File: src/rtl/irq_entry_pkg.sv
package irq_entry_pkg;

    typedef enum logic [2:0] {
        ST_RUN     = 3'd0,
        ST_ARMED   = 3'd1,
        ST_ENTRY   = 3'd2,
        ST_BLOCKED = 3'd3,
        ST_RETURN  = 3'd4
    } ient_state_e;

    localparam int unsigned SR_MD_BIT = 30;
    localparam int unsigned SR_RB_BIT = 29;
    localparam int unsigned SR_BL_BIT = 28;

endpackage

File: src/rtl/ientry_fsm.sv
module ientry_fsm
    import irq_entry_pkg::*;
(
    input  logic clk,
    input  logic rst_n,
    input  logic irq_req,
    input  logic insn_end,
    input  logic rte,
    input  logic bl,
    output logic take,
    output logic do_rte,
    output logic redirect,
    output logic sel_ret
);

    ient_state_e state_q, state_d;

    always_ff @(posedge clk or negedge rst_n) begin
        if (!rst_n) state_q <= ST_RUN;
        else        state_q <= state_d;
    end

    always_comb begin
        state_d = state_q;
        unique case (state_q)
            ST_RUN: begin
                if (rte)                 state_d = ST_RETURN;
                else if (irq_req && !bl) state_d = ST_ARMED;
            end
            ST_ARMED: begin
                if (rte)                 state_d = ST_RETURN;
                else if (!irq_req || bl) state_d = ST_RUN;
                else if (insn_end)       state_d = ST_ENTRY;
            end
            ST_ENTRY:   state_d = ST_BLOCKED;
            ST_BLOCKED: begin
                if (rte)                 state_d = ST_RETURN;
                else if (!bl)            state_d = ST_RUN;
            end
            ST_RETURN:  state_d = ST_RUN;
            default:    state_d = ST_RUN;
        endcase
    end

    always_comb begin
        take     = 1'b0;
        do_rte   = 1'b0;
        redirect = 1'b0;
        sel_ret  = 1'b0;
        unique case (state_q)
            ST_RUN, ST_BLOCKED: do_rte = rte;
            ST_ARMED: begin
                do_rte = rte;
                take   = !rte && irq_req && !bl && insn_end;
            end
            ST_ENTRY:  redirect = 1'b1;
            ST_RETURN: begin
                redirect = 1'b1;
                sel_ret  = 1'b1;
            end
            default: ;
        endcase
    end

endmodule

File: src/rtl/ientry_ctx.sv
module ientry_ctx
    import irq_entry_pkg::*;
#(
    parameter int unsigned XLEN   = 32,
    parameter int unsigned CODE_W = 12
) (
    input  logic              clk,
    input  logic              rst_n,
    input  logic              take,
    input  logic              do_rte,
    input  logic              sr_we,
    input  logic [XLEN-1:0]   sr_wdata,
    input  logic [XLEN-1:0]   pc_cur,
    input  logic [CODE_W-1:0] irq_code,
    output logic [XLEN-1:0]   sr,
    output logic [XLEN-1:0]   ssr,
    output logic [XLEN-1:0]   spc,
    output logic [CODE_W-1:0] evt_a,
    output logic [CODE_W-1:0] evt_b
);

    localparam logic [XLEN-1:0] SR_RESET =
        (XLEN'(1) << SR_MD_BIT) | (XLEN'(1) << SR_BL_BIT);
    localparam logic [XLEN-1:0] SR_FORCE =
        (XLEN'(1) << SR_MD_BIT) | (XLEN'(1) << SR_RB_BIT) | (XLEN'(1) << SR_BL_BIT);

    always_ff @(posedge clk or negedge rst_n) begin
        if (!rst_n) begin
            sr <= SR_RESET;
        end else if (do_rte) begin
            sr <= ssr;
        end else if (take) begin
            sr <= sr | SR_FORCE;
        end else if (sr_we) begin
            sr <= sr_wdata;
        end
    end

    always_ff @(posedge clk or negedge rst_n) begin
        if (!rst_n) begin
            ssr   <= '0;
            spc   <= '0;
            evt_a <= '0;
            evt_b <= '0;
        end else if (take) begin
            ssr   <= sr;
            spc   <= pc_cur;
            evt_a <= irq_code;
            evt_b <= irq_code;
        end
    end

endmodule

File: src/rtl/ientry_target.sv
module ientry_target #(
    parameter int unsigned      XLEN       = 32,
    parameter logic [XLEN-1:0]  VEC_OFFSET = 'h600
) (
    input  logic            clk,
    input  logic            rst_n,
    input  logic            take,
    input  logic            sel_ret,
    input  logic [XLEN-1:0] vbr,
    input  logic [XLEN-1:0] spc,
    output logic [XLEN-1:0] redirect_pc
);

    logic [XLEN-1:0] handler_q;

    always_ff @(posedge clk or negedge rst_n) begin
        if (!rst_n)    handler_q <= '0;
        else if (take) handler_q <= vbr + VEC_OFFSET;
    end

    assign redirect_pc = sel_ret ? spc : handler_q;

endmodule

File: src/rtl/irq_entry_seq.sv
module irq_entry_seq #(
    parameter int unsigned     XLEN       = 32,
    parameter int unsigned     CODE_W     = 12,
    parameter logic [XLEN-1:0] VEC_OFFSET = 'h600
) (
    input  logic              clk,
    input  logic              rst_n,
    input  logic              irq_req,
    input  logic [CODE_W-1:0] irq_code,
    input  logic              insn_end,
    input  logic [XLEN-1:0]   pc_cur,
    input  logic [XLEN-1:0]   vbr,
    input  logic              rte,
    input  logic              sr_we,
    input  logic [XLEN-1:0]   sr_wdata,
    output logic              redirect,
    output logic [XLEN-1:0]   redirect_pc,
    output logic [XLEN-1:0]   sr,
    output logic [XLEN-1:0]   ssr,
    output logic [XLEN-1:0]   spc,
    output logic [CODE_W-1:0] evt_a,
    output logic [CODE_W-1:0] evt_b
);

    logic take, do_rte, sel_ret;

    ientry_fsm u_fsm (
        .clk      (clk),
        .rst_n    (rst_n),
        .irq_req  (irq_req),
        .insn_end (insn_end),
        .rte      (rte),
        .bl       (sr[irq_entry_pkg::SR_BL_BIT]),
        .take     (take),
        .do_rte   (do_rte),
        .redirect (redirect),
        .sel_ret  (sel_ret)
    );

    ientry_ctx #(.XLEN(XLEN), .CODE_W(CODE_W)) u_ctx (
        .clk      (clk),
        .rst_n    (rst_n),
        .take     (take),
        .do_rte   (do_rte),
        .sr_we    (sr_we),
        .sr_wdata (sr_wdata),
        .pc_cur   (pc_cur),
        .irq_code (irq_code),
        .sr       (sr),
        .ssr      (ssr),
        .spc      (spc),
        .evt_a    (evt_a),
        .evt_b    (evt_b)
    );

    ientry_target #(.XLEN(XLEN), .VEC_OFFSET(VEC_OFFSET)) u_tgt (
        .clk         (clk),
        .rst_n       (rst_n),
        .take        (take),
        .sel_ret     (sel_ret),
        .vbr         (vbr),
        .spc         (spc),
        .redirect_pc (redirect_pc)
    );

endmodule

File: config.mk
export PLATFORM = sky130hd
export DESIGN_NAME = irq_entry_seq
export DESIGN_NICKNAME = d
export VERILOG_FILES = /design/src/rtl/irq_entry_pkg.sv /design/src/rtl/ientry_fsm.sv /design/src/rtl/ientry_ctx.sv /design/src/rtl/ientry_target.sv /design/src/rtl/irq_entry_seq.sv
export SDC_FILE = /design/constraint.sdc
export NUM_CORES = 1
export LEC_CHECK = 0
export ABC_AREA = 0
export ABC_CLOCK_PERIOD_IN_PS = 2100
export CAP_MARGIN = 15
export CORE_AREA = 4 4 135 137
export CTS_CLUSTER_SIZE = 12
export DETAILED_ROUTE_END_ITERATION = 10
export DIE_AREA = 0 0 139 141
export GPL_TIMING_DRIVEN = 1
export PLACE_DENSITY = 0.78
export SLEW_MARGIN = 0
export SYNTH_ARGS = -nofsm -noshare
export SYNTH_HDL_FRONTEND = slang
export SYNTH_SLANG_ARGS = --single-unit
File: constraint.sdc
create_clock -name clk -period 2.1 [get_ports clk]
set_input_delay 0.42 -clock clk [delete_from_list [all_inputs] [get_ports clk]]
set_output_delay 0.42 -clock clk [all_outputs]
set_load 0.005 [all_outputs]
==> flow_summary_export.csv <==
group,metric,value,unit
logic_synthesis,ys_seq_elements,143,
final_layout,num_antenna_cells,0,
route,drt-wirelength-per-cell,16.3,um
floorplan,dieWidth,139,um
grt,grt_pass1_vias,5988,
timing,hold_violations,0,
critical_path,critPathArrivalTime,1900,ps
route,dr.pass1.iters,5,
hold_path,hp-class,"flop to flop",
place,port_buffers,266,
place,dp_hpwl,14300,um
route,drc,0,
floorplan,core_area,0.0171,sq mm
run_status,outcome,"finished with violations",
final_layout,n_fill_cell,1400,
critical_path,crit_top_cell,"buf_6",
logic_synthesis,yosys-top-cells-area,"dfrtp_1 (54%), nand2_1 (16%), mux2_2 (5.5%), mux2i_1 (4.9%), nor2_1 (2.4%)",
grt,antenna_found_initial,0,
timing,period_share,110,%
timing,tightest_slew,581,ps
floorplan,die_h,141,um
logic_synthesis,ys_top_cells_by_count,"nand2_1 (275), dfrtp_1 (141), nor2_1 (42)",
logic_synthesis,synth-edff-count,0,
floorplan,ioPinCount,267,
place,placed_area,0.00976,sq mm
clocking,cts_buffer_depth,2,
logic_synthesis,synth_cell_types,38,
logic_synthesis,synth-async-reset-ratio,100,%
logic_synthesis,synth_ff_type,"dfrtp_1",
route,ant_nets,0,
critical_path,endpoint,"redirect_pc[23]",
power,p_leak,5.16,nW
grt,grt_max_degree,57,
floorplan,rows,48,
power,ir_drop,0.000549,V
critical_path,r2r_start,"u_ctx.sr[28]",
logic_synthesis,postSynthAreaPerCell,9.24,sq um
route,vias,6012,
grt,grt_usage,20.3,%
run_status,violations,"setup timing",
logic_synthesis,yosys.area.top_type,"dfrtp_1",
route,drt_iter0_markers,201,
power,power,0.00876,W
critical_path,crit_type,"flop to output pin",
critical_path,rr_worst_depth,6,
critical_path,slowest_stage,"dfrtp_1",
clocking,htree_levels,4,
job,maxCapViolations,0,
clocking,clk_latency,420,ps
clocking,clk_pin_slew_worst_paths,60,ps
critical_path,reg2reg_slack,170,ps
final_layout,finalNetCount,1125,
critical_path,cp_num_buf_inv,4,
timing,skew,10.3,ps
logic_synthesis,syn_area,0.00652,sq mm
floorplan,dieArea,0.0196,sq mm
logic_synthesis,yosysSeqAreaShare,54.9,%
logic_synthesis,yosysMostFrequentCell,"nand2_1",
final_layout,fin_area,0.0107,sq mm
critical_path,cp.depth,6,
critical_path,crit_family,"buffers and inverters",
critical_path,path_max_fanout,6,
timing,rsz0062_at_grt,"true",
logic_synthesis,syn-num-nets,821,
timing,setup_viol,32,
grt,overflow,0,
critical_path,regToRegEndpoint,"u_ctx.sr[4]",
logic_synthesis,yosys.area.top_type_share,54.1,%
clocking,numCtsBuffers,17,
timing,final_max_slew_viol_count,0,
logic_synthesis,syn_inst,706,
route,drt_wl_total,20300,um
clocking,numClockSinks,143,
timing,relSlewSlack,61.2,%
grt,grt_pass1_wl,31900,um
final_layout,area_growth,64.7,%
place,gp_congestion,0.889,
timing,worst_slack,-217,ps
clocking,cts_tree,"built",
timing,fmax,0.432,GHz
floorplan,initial_core_util,38.2,%
critical_path,required,1680,ps
final_layout,fin_util,63.0,%
critical_path,cp-end-kind,"output pin",
power,p_per_area,815,mW/mm^2
route,vias_per_cell,4.82,
timing,finalCriticalPeriod,2320,ps
clocking,cts-root-buf,"clkbuf_16",
logic_synthesis,ys.warnings.count,0,
critical_path,start_kind,"flop",
critical_path,path_cells,"nor3b_4, buf_6, buf_16, buf_8, mux2_4, buf_6",
critical_path,cpPeakStageDelay,410,ps
final_layout,drive_gt1_share,17.1,%
critical_path,startpoint,"u_fsm.state_q[1]",
-- worst min path at each step --
| stage | start | endpoint | slack, ps | cells after the start |
|---|---|---|---|---|
| 2_1_floorplan | rst_n | u_ctx.evt_a[0] | 120 | 0 |
| 3_3_place_gp | rst_n | u_ctx.spc[24] | 430 | 1 |
| 3_5_place_dp | rst_n | u_ctx.spc[24] | 430 | 1 |
| 4_1_cts | u_tgt.handler_q[2] | u_tgt.handler_q[2] | 480 | 2 |
| 5_1_grt | u_tgt.handler_q[5] | u_tgt.handler_q[5] | 500 | 2 |
| 6_report | u_tgt.handler_q[2] | u_tgt.handler_q[2] | 480 | 2 |
-- state kept, by name, indices dropped and copies added (netlist names) --
signal and flops:
u_ctx.spc 32, u_ctx.sr 32, u_ctx.ssr 32, u_tgt.handler_q 32, u_ctx.evt_a 12, u_fsm.state_q 3
-- tightest hold or removal path, delay by kind of cell, from the launching register on --
family,cells,cell delay (ps)
flip-flops,1,340
AND/OR/NAND/NOR,2,110
-- power by group --
group	switching (W)	internal (W)	leakage [nW]
combinational	0.000781	0.00141	2.98
sequential	0.000310	0.00315	1.88
clock	0.00119	0.00191	0.295
-- timing repair --
| item | CTS | global route |
|---|---|---|
| hold buffers | 1 | 0 |
| resized for setup | 196 | 6 |
| cloned | 2 | 0 |
| buffers inserted | 14 | 0 |
| pin swaps | 1 | 2 |
| endpoints found under the setup margin | 33 | 35 |
| hold endpoints to repair | 47 | 0 |
-- logic make-up after synthesis --
family / after synthesis / synth area share, %
AO/OA/AOI/OAI: 68 / 5.64
XOR/XNOR: 14 / 1.88
adder cells (fa/ha/maj): 1 / 0.192
buffers and inverters: 60 / 4.45
flip-flops: 143 / 54.9
multiplexers: 64 / 10.4
AND/OR/NAND/NOR: 356 / 22.5
-- final cells by class --
class / instances / area (sq um) / area share, %
sequential: 143 / 3580 / 33.3
clock inverter: 12 / 160 / 1.49
inverter: 7 / 26.3 / 0.245
tap: 225 / 282 / 2.62
timing repair buffer: 338 / 3450 / 32.2
clock buffer: 20 / 447 / 4.16
multi-input combinational: 503 / 2790 / 26.0
-- through the flow --
| step | setup WS (ps) | hold WS, ps | instances | TNS, ps |
|---|---|---|---|---|
| 3_5_place_dp | -380 | 434 | 1199 | -33830 |
| 6_report | -217 | 476 | 1248 | -5790 |
| 2_1_floorplan | 41.2 | 124 | 706 | 0 |
| 3_3_place_gp | -372 | 431 | 1199 | -33830 |
| 4_1_cts | -255 | 481 | 1248 | -6900 |
| 5_1_grt | -293 | 503 | 1248 | -8280 |
-- placed cells by master (no fill, tap or decap), types with 3 or more instances in the layout --
master and instances:
nand2_1 275, clkdlybuf4s50_1 232, dfrtp_1 141, buf_4 49, nor2_1 42, buf_6 35
mux2i_1 32, a21oi_1 31, mux2_4 27, clkbuf_16 17, o21ai_0 12, xnor2_1 11
o21ai_1 11, buf_12 11, a31oi_1 9, inv_1 7, nand3_1 7, mux2_2 5
or3_1 5, clkinv_4 5, buf_8 4, and4_1 3, nand4_1 3, or4_1 3
nor4_1 3, xor2_1 3, bufinv_16 3, buf_2 3
-- metal layers --
metal	vias up	GRT usage (%)	wire length (um)
met5	-	0	0
met4	0	6.64	434
met3	29	5.97	1370
met2	207	34.0	9840
met1	2873	25.5	8640
li1	2903	-	-
Power figures use the tool's default switching activity.
